File: config.mk
export PLATFORM = sky130hd
export DESIGN_NAME = mlw_bin_neuron
export DESIGN_NICKNAME = d
export VERILOG_FILES = /design/src/rtl/mlw_pkg.sv /design/src/rtl/mlw_pair_store.sv /design/src/rtl/mlw_gated_sum.sv /design/src/rtl/mlw_sense_decide.sv /design/src/rtl/mlw_bin_neuron.sv
export SDC_FILE = /design/constraint.sdc
export NUM_CORES = 1
export LEC_CHECK = 0
export ABC_CLOCK_PERIOD_IN_PS = 7840
export CAP_MARGIN = 15
export CELL_PAD_IN_SITES_DETAIL_PLACEMENT = 1
export CELL_PAD_IN_SITES_GLOBAL_PLACEMENT = 1
export CORE_AREA = 2 2 76 78
export DETAILED_ROUTE_END_ITERATION = 6
export DIE_AREA = 0 0 78 80
export PLACE_DENSITY = 0.84
export SLEW_MARGIN = 20
export SYNTH_ARGS = -nofsm -noshare
export SYNTH_HDL_FRONTEND = slang
export SYNTH_HIERARCHICAL = 1
export SYNTH_SLANG_ARGS = --single-unit
File: constraint.sdc
create_clock -name clk -period 7.84 [get_ports clk]
set_clock_uncertainty 0.1 [all_clocks]
set_input_delay 1.568 -clock clk [delete_from_list [all_inputs] [get_ports clk]]
set_output_delay 1.568 -clock clk [all_outputs]
set_load 0.01 [all_outputs]
File: src/rtl/mlw_pkg.sv
package mlw_pkg;

   function automatic int cell_max(input int cell_w);
      return (1 << cell_w) - 1;
   endfunction

   function automatic int sum_bits(input int n_in, input int cell_w);
      return $clog2(n_in * cell_max(cell_w) + 1);
   endfunction

   function automatic int idx_bits(input int n_in);
      return (n_in > 1) ? $clog2(n_in) : 1;
   endfunction

endpackage

File: src/rtl/mlw_pair_store.sv
module mlw_pair_store
   import mlw_pkg::*;
#(
   parameter int N_IN   = 8,
   parameter int CELL_W = 2,
   localparam int IDX_W = idx_bits(N_IN)
) (
   input  logic                     clk,
   input  logic                     rst_n,
   input  logic                     ld_en,
   input  logic [IDX_W-1:0]         ld_idx,
   input  logic [CELL_W-1:0]        ld_pos,
   input  logic [CELL_W-1:0]        ld_neg,
   output logic [N_IN*CELL_W-1:0]   pos_flat,
   output logic [N_IN*CELL_W-1:0]   neg_flat
);

   for (genvar i = 0; i < N_IN; i++) begin : g_cell
      logic [CELL_W-1:0] pos_q;
      logic [CELL_W-1:0] neg_q;
      logic              hit;

      assign hit = ld_en && (ld_idx == IDX_W'(i));

      always_ff @(posedge clk or negedge rst_n) begin
         if (!rst_n) begin
            pos_q <= '0;
            neg_q <= '0;
         end else if (hit) begin
            pos_q <= ld_pos;
            neg_q <= ld_neg;
         end
      end

      assign pos_flat[i*CELL_W +: CELL_W] = pos_q;
      assign neg_flat[i*CELL_W +: CELL_W] = neg_q;

      AST_LOAD_TAKES: assert property (@(posedge clk) disable iff (!rst_n)
         (ld_en && ld_idx == IDX_W'(i)) |=> (pos_flat[i*CELL_W +: CELL_W] == $past(ld_pos)
                                             && neg_flat[i*CELL_W +: CELL_W] == $past(ld_neg)));
      AST_UNADDR_STABLE: assert property (@(posedge clk) disable iff (!rst_n)
         !(ld_en && ld_idx == IDX_W'(i)) |=> ($stable(pos_flat[i*CELL_W +: CELL_W])
                                              && $stable(neg_flat[i*CELL_W +: CELL_W])));
   end

endmodule

File: src/rtl/mlw_gated_sum.sv
module mlw_gated_sum
   import mlw_pkg::*;
#(
   parameter int N_IN   = 8,
   parameter int CELL_W = 2,
   localparam int SUM_W = sum_bits(N_IN, CELL_W),
   localparam int LIM   = N_IN * cell_max(CELL_W)
) (
   input  logic                     clk,
   input  logic                     rst_n,
   input  logic [N_IN-1:0]          act,
   input  logic [N_IN*CELL_W-1:0]   pos_flat,
   input  logic [N_IN*CELL_W-1:0]   neg_flat,
   output logic [SUM_W-1:0]         pos_sum,
   output logic [SUM_W-1:0]         neg_sum
);

   localparam logic [SUM_W-1:0] SUM_LIM = SUM_W'(LIM);

   logic [CELL_W-1:0] gp [N_IN];
   logic [CELL_W-1:0] gn [N_IN];

   // each wordline enable gates its own pair of cells
   for (genvar i = 0; i < N_IN; i++) begin : g_lane
      assign gp[i] = act[i] ? pos_flat[i*CELL_W +: CELL_W] : '0;
      assign gn[i] = act[i] ? neg_flat[i*CELL_W +: CELL_W] : '0;
   end

   always_comb begin
      pos_sum = '0;
      neg_sum = '0;
      for (int i = 0; i < N_IN; i++) begin
         pos_sum = pos_sum + SUM_W'(gp[i]);
         neg_sum = neg_sum + SUM_W'(gn[i]);
      end
   end

   AST_SUM_IN_RANGE: assert property (@(posedge clk) disable iff (!rst_n)
      (pos_sum <= SUM_LIM) && (neg_sum <= SUM_LIM));
   AST_IDLE_SUMS_ZERO: assert property (@(posedge clk) disable iff (!rst_n)
      (act == '0) |-> (pos_sum == '0 && neg_sum == '0));

endmodule

File: src/rtl/mlw_sense_decide.sv
module mlw_sense_decide #(
   parameter int SUM_W = 5,
   parameter int OFS_W = 5,
   localparam int DW   = ((SUM_W + 1 > OFS_W) ? SUM_W + 1 : OFS_W) + 1
) (
   input  logic                    clk,
   input  logic                    rst_n,
   input  logic                    cmp_go,
   input  logic [SUM_W-1:0]        pos_sum,
   input  logic [SUM_W-1:0]        neg_sum,
   input  logic [OFS_W-1:0]        ofs,
   output logic                    fire,
   output logic                    fire_vld
);

   logic signed [DW-1:0] p_s;
   logic signed [DW-1:0] n_s;
   logic signed [DW-1:0] o_s;
   logic signed [DW-1:0] pre;
   logic                 dec;

   assign p_s = $signed({{(DW-SUM_W){1'b0}}, pos_sum});
   assign n_s = $signed({{(DW-SUM_W){1'b0}}, neg_sum});
   assign o_s = $signed({{(DW-OFS_W){ofs[OFS_W-1]}}, ofs});
   assign pre = p_s - n_s + o_s;
   // strictly positive fires; an exact balance resolves low
   assign dec = !pre[DW-1] && (pre != '0);

   always_ff @(posedge clk or negedge rst_n) begin
      if (!rst_n) begin
         fire     <= 1'b0;
         fire_vld <= 1'b0;
      end else begin
         fire_vld <= cmp_go;
         if (cmp_go) fire <= dec;
      end
   end

   AST_VLD_AFTER_GO: assert property (@(posedge clk) disable iff (!rst_n)
      cmp_go |=> fire_vld);
   AST_VLD_ONE_CYCLE: assert property (@(posedge clk) disable iff (!rst_n)
      !cmp_go |=> !fire_vld);
   AST_FIRE_HOLD: assert property (@(posedge clk) disable iff (!rst_n)
      !cmp_go |=> $stable(fire));
   AST_TIE_LOW: assert property (@(posedge clk) disable iff (!rst_n)
      (cmp_go && pos_sum == neg_sum && ofs == '0) |=> !fire);

endmodule

File: src/rtl/mlw_bin_neuron.sv
module mlw_bin_neuron
   import mlw_pkg::*;
#(
   parameter int N_IN   = 8,
   parameter int CELL_W = 2,
   parameter int OFS_W  = 5,
   localparam int IDX_W = idx_bits(N_IN),
   localparam int SUM_W = sum_bits(N_IN, CELL_W)
) (
   input  logic                 clk,
   input  logic                 rst_n,
   input  logic                 ld_en,
   input  logic [IDX_W-1:0]     ld_idx,
   input  logic [CELL_W-1:0]    ld_pos,
   input  logic [CELL_W-1:0]    ld_neg,
   input  logic [N_IN-1:0]      act,
   input  logic                 cmp_go,
   input  logic [OFS_W-1:0]     ofs,
   output logic                 fire,
   output logic                 fire_vld
);

   if (CELL_W < 1 || CELL_W > 3) begin : g_bad_cell
      $error("mlw_bin_neuron: CELL_W must be 1, 2 or 3");
   end
   if (N_IN < 1) begin : g_bad_n
      $error("mlw_bin_neuron: N_IN must be at least 1");
   end
   if (OFS_W < 2) begin : g_bad_ofs
      $error("mlw_bin_neuron: OFS_W must be at least 2");
   end

   logic [N_IN*CELL_W-1:0] pos_flat;
   logic [N_IN*CELL_W-1:0] neg_flat;
   logic [SUM_W-1:0]       pos_sum;
   logic [SUM_W-1:0]       neg_sum;

   mlw_pair_store #(.N_IN(N_IN), .CELL_W(CELL_W)) u_store (
      .clk(clk), .rst_n(rst_n), .ld_en(ld_en), .ld_idx(ld_idx),
      .ld_pos(ld_pos), .ld_neg(ld_neg),
      .pos_flat(pos_flat), .neg_flat(neg_flat));

   mlw_gated_sum #(.N_IN(N_IN), .CELL_W(CELL_W)) u_sum (
      .clk(clk), .rst_n(rst_n), .act(act),
      .pos_flat(pos_flat), .neg_flat(neg_flat),
      .pos_sum(pos_sum), .neg_sum(neg_sum));

   mlw_sense_decide #(.SUM_W(SUM_W), .OFS_W(OFS_W)) u_dec (
      .clk(clk), .rst_n(rst_n), .cmp_go(cmp_go),
      .pos_sum(pos_sum), .neg_sum(neg_sum), .ofs(ofs),
      .fire(fire), .fire_vld(fire_vld));

endmodule

==> key figures, run 1 <==
Setup path
  – Slack of the worst reg-to-reg path: 2.50 ns
  – Worst endpoint required time: 7.89 ns
  – Data arrival at the endpoint of the critical path: 6.82 ns
  – Origin of the worst setup path: act[7]
  – Crit end category: flop
  – Maximum fanout along the worst path: 4
  – Kind of start point of the critical path: input port
  – Worst Path Class, Setup: in2reg
  – Worst setup path end: u_dec/fire$_DFFE_PN0P_
  – Cell-by-cell listing of the critical path: clkdlybuf4s50_1, nand2_1, fa_1, inv_1, fa_1, fa_1, fa_1, ha_1, fa_1, ha_1, a21o_1, xor2_1, ha_1, a211o_1, o211ai_1, a31oi_1, mux2i_1, o221ai_1
  – Delay of the slowest cell on the worst path: 0.57 ns
  – Most used cell, CP: sky130_fd_sc_hd__fa_1
  – Length in cells of the worst reg-to-reg path: 19
  – Highest-delay cell along the critical path: sky130_fd_sc_hd__fa_1
  – Worst R2R Start: u_store/g_cell[4].neg_q[0]$_DFFE_PN0P_
  – Reg-to-Reg End: u_dec/fire$_DFFE_PN0P_

Yosys
  – Main synth FF type: sky130_fd_sc_hd__dfrtp_1
  – Sequential area share after synthesis: 32.3%
  – Cell with the most instances after synthesis: sky130_fd_sc_hd__dfrtp_1
  – Proportion of netlist area held by the largest area contributor: 32.3%
  – Asr flop ratio synth: 100%
  – Post-synth cell types: 30
  – Average cell area after synthesis: 12.3 um^2
  – Post-synthesis register bit count: 34
  – Total standard cell area after synthesis: 2630 um^2
  – EDFF count, synth: 0
  – Synthesized netlist cell count: 214
  – Top cell types by occurrence after synthesis: sky130_fd_sc_hd__dfrtp_1, sky130_fd_sc_hd__fa_1, sky130_fd_sc_hd__ha_1, sky130_fd_sc_hd__inv_1, sky130_fd_sc_hd__mux2_2
  – Top area cells in the synthesized netlist: sky130_fd_sc_hd__dfrtp_1, sky130_fd_sc_hd__fa_1, sky130_fd_sc_hd__ha_1
  – Syn. warnings: 6
  – Syn nets: 284
  – Cell accounting for the most synthesized area: sky130_fd_sc_hd__dfrtp_1

Placed design
  – Quantity of I/O buffers inserted on ports: 25
  – Hpwl dp: 4720 um
  – RePlAce Congestion: 0.783
  – Pre-CTS setup slack: 0.803 ns

STA
  – Setup TNS Final: 0 ns
  – Max_slew headroom: 70.2%
  – Crit path setup slack, layout: 1.07 ns
  – Count of endpoints failing hold in the final timing report: 0
  – Final Max Slew Viols: 0
  – Final count of negative-setup-slack endpoints: 0
  – Maximum clock frequency: 0.148 GHz
  – Time the final worst path needs with I/O delays and setup: 6.77 ns
  – Unrepaired setup endpoints after global routing: no
  – Final worst-path cycle share: 86.3%
  – Slew @ Worst Pin: 0.446 ns

Clock tree
  – Post-CTS Setup Bufs: 0
  – TritonCTS clock tree: yes
  – Clock net sink count: 34
  – CTS H-Tree Depth: 2
  – Clock network latency to the later pin of the worst-skew pair: 0.28 ns
  – Worst-case clock buffer depth: 2
  – Cells resized by post-CTS repair: 0
  – Register clock-pin slew on the reported worst setup and hold paths: 0.07 ns
  – Cts bufs inserted: 5
  – Hold_buf cts: 0
  – CTS Root Buffer Type: sky130_fd_sc_hd__clkbuf_8

Final layout
  – Layout area overhead: 16.7%
  – Net count, final: 317
  – Final antenna diode count: 0
  – Share of cells above drive strength 1: 19.4%

Status
  – Status: finished clean

Drt
  – Count of antenna-violating nets left after detailed routing: 0
  – Total wire length: 5970 um
  – Residual DRC count: 0
  – Vias: 1727
  – Via/cell ratio: 5.40
  – Pre-Repair DR Iteration Count: 4
  – Routed wire per std cell: 18.6 um
  – Iteration-0 DRC Markers: 53

GRT
  – Global Route Usage Sum: 21.0%
  – Number of global-route vias before repair: 1960
  – Global-route wire length before repair: 9750 um
  – Largest net degree at the start of global routing: 35
  – Initial antenna violation count: 0
  – Total gr overflow: 0

Floorplan
  – Cell Rows: 27
  – Overall die area: 6240 um^2
  – Height of the die: 80 um
  – Die Wd: 78 um
  – Starting Density: 48.7%
  – Std-Cell Core Area: 5410 um^2
  – I/O pins: 26

Worst hold path
  – Class of the tightest hold or removal check: reg2reg
  – Cell count of the worst hold path: 1

Job
  – Count of maximum capacitance violations: 0
worst min path at each step:
stage,startpoint,endpoint
floorplan,u_store/g_cell[0].pos_q[1]$_DFFE_PN0P_,u_store/g_cell[0].pos_q[1]$_DFFE_PN0P_
global placement,u_store/g_cell[0].neg_q[0]$_DFFE_PN0P_,u_store/g_cell[0].neg_q[0]$_DFFE_PN0P_
detailed placement,u_store/g_cell[1].neg_q[1]$_DFFE_PN0P_,u_store/g_cell[1].neg_q[1]$_DFFE_PN0P_
CTS,u_store/g_cell[1].neg_q[1]$_DFFE_PN0P_,u_store/g_cell[1].neg_q[1]$_DFFE_PN0P_
global route,u_store/g_cell[6].neg_q[0]$_DFFE_PN0P_,u_store/g_cell[6].neg_q[0]$_DFFE_PN0P_
finish,u_store/g_cell[0].pos_q[0]$_DFFE_PN0P_,u_store/g_cell[0].pos_q[0]$_DFFE_PN0P_
critical path: cells and delay by family:
kind            cells  cell delay (ns)
fa+ha+maj           8             3.40
xor+xnor            1             0.17
mux                 1             0.13
simple gates        1             0.11
buf+inv             2             0.59
compound gates      5             0.86
kinds of logic after synthesis:
| kind of cell | share of synthesized area (%) |
|---|---|
| AND/OR/NAND/NOR | 13.0 |
| adder cells (fa/ha/maj) | 28.7 |
| flip-flops | 32.3 |
| multiplexers | 15.8 |
| buffers and inverters | 3.14 |
| AO/OA/AOI/OAI | 4.42 |
| XOR/XNOR | 2.66 |
area by class of cell:
class / instances / area (um^2)
inverters: 22 / 82.6
repair buffers: 26 / 258
clock inverters: 1 / 5.00
fillers: 568 / 2330
well taps: 72 / 90.1
flip-flops and latches: 34 / 851
clock buffers: 7 / 86.3
multi-input cells: 158 / 1700
cell usage in the layout (no fill, tap or decap), types with 4 or more instances in the layout:
master / instances
sky130_fd_sc_hd__nand3_1: 4
sky130_fd_sc_hd__a21oi_1: 5
sky130_fd_sc_hd__xor2_1: 5
sky130_fd_sc_hd__clkdlybuf4s50_1: 25
sky130_fd_sc_hd__and2_1: 16
sky130_fd_sc_hd__dfrtp_1: 34
sky130_fd_sc_hd__inv_1: 21
sky130_fd_sc_hd__clkbuf_8: 6
sky130_fd_sc_hd__mux2_2: 20
sky130_fd_sc_hd__fa_1: 24
sky130_fd_sc_hd__ha_1: 22
sky130_fd_sc_hd__a21o_1: 4
sky130_fd_sc_hd__nand2_1: 19
sky130_fd_sc_hd__mux2_4: 12
per-layer routing:
layer | vias to the layer above | GRT usage, % | wire, um
li1 | 803 | - | -
met3 | 8 | 3.17 | 94
met2 | 25 | 39.4 | 3250
met1 | 891 | 24.9 | 2520
met5 | - | 0 | 0
met4 | 0 | 5.79 | 93
sequential cells by signal, summed over array words and instances, names as in the netlist:
| signal | count |
|---|---|
| u_dec/fire | 1 |
| u_store/g_cell.neg_q | 16 |
| u_dec/fire_vld | 1 |
| u_store/g_cell.pos_q | 16 |
stage by stage:
step / hold slack (ns) / util [%] / std cells / instance area, um^2
2_1_floorplan: 0.372 / - / 214 / 2630
3_3_place_gp: 0.382 / 55.2 / 312 / 2980
3_5_place_dp: 0.386 / 55.2 / 312 / 2980
4_1_cts: 0.408 / 56.9 / 320 / 3070
5_1_grt: 0.428 / 56.9 / 320 / 3070
6_report: 0.404 / 56.9 / 320 / 3070
Power of run 1 is not shown: default switching activity piles up to over one toggle a cycle in this logic, so the estimate is an artifact.
==> run 2: changes to the inputs <==
Settings changed: CTS_CLUSTER_DIAMETER set to 50, SKIP_CTS_REPAIR_TIMING set to 1.
==> results of run 2 <==
Final layout, timing and power as in run 1 (identical DEF).
Power of run 2 is left out for the same reason.
==> run 3: changes to the inputs <==
Settings changed: CTS_CLUSTER_DIAMETER 50 to unset, GPL_ROUTABILITY_DRIVEN set to 0.
==> results of run 3 <==
Final layout, timing and power as in run 1 (identical DEF).
Power of run 3 is left out for the same reason.
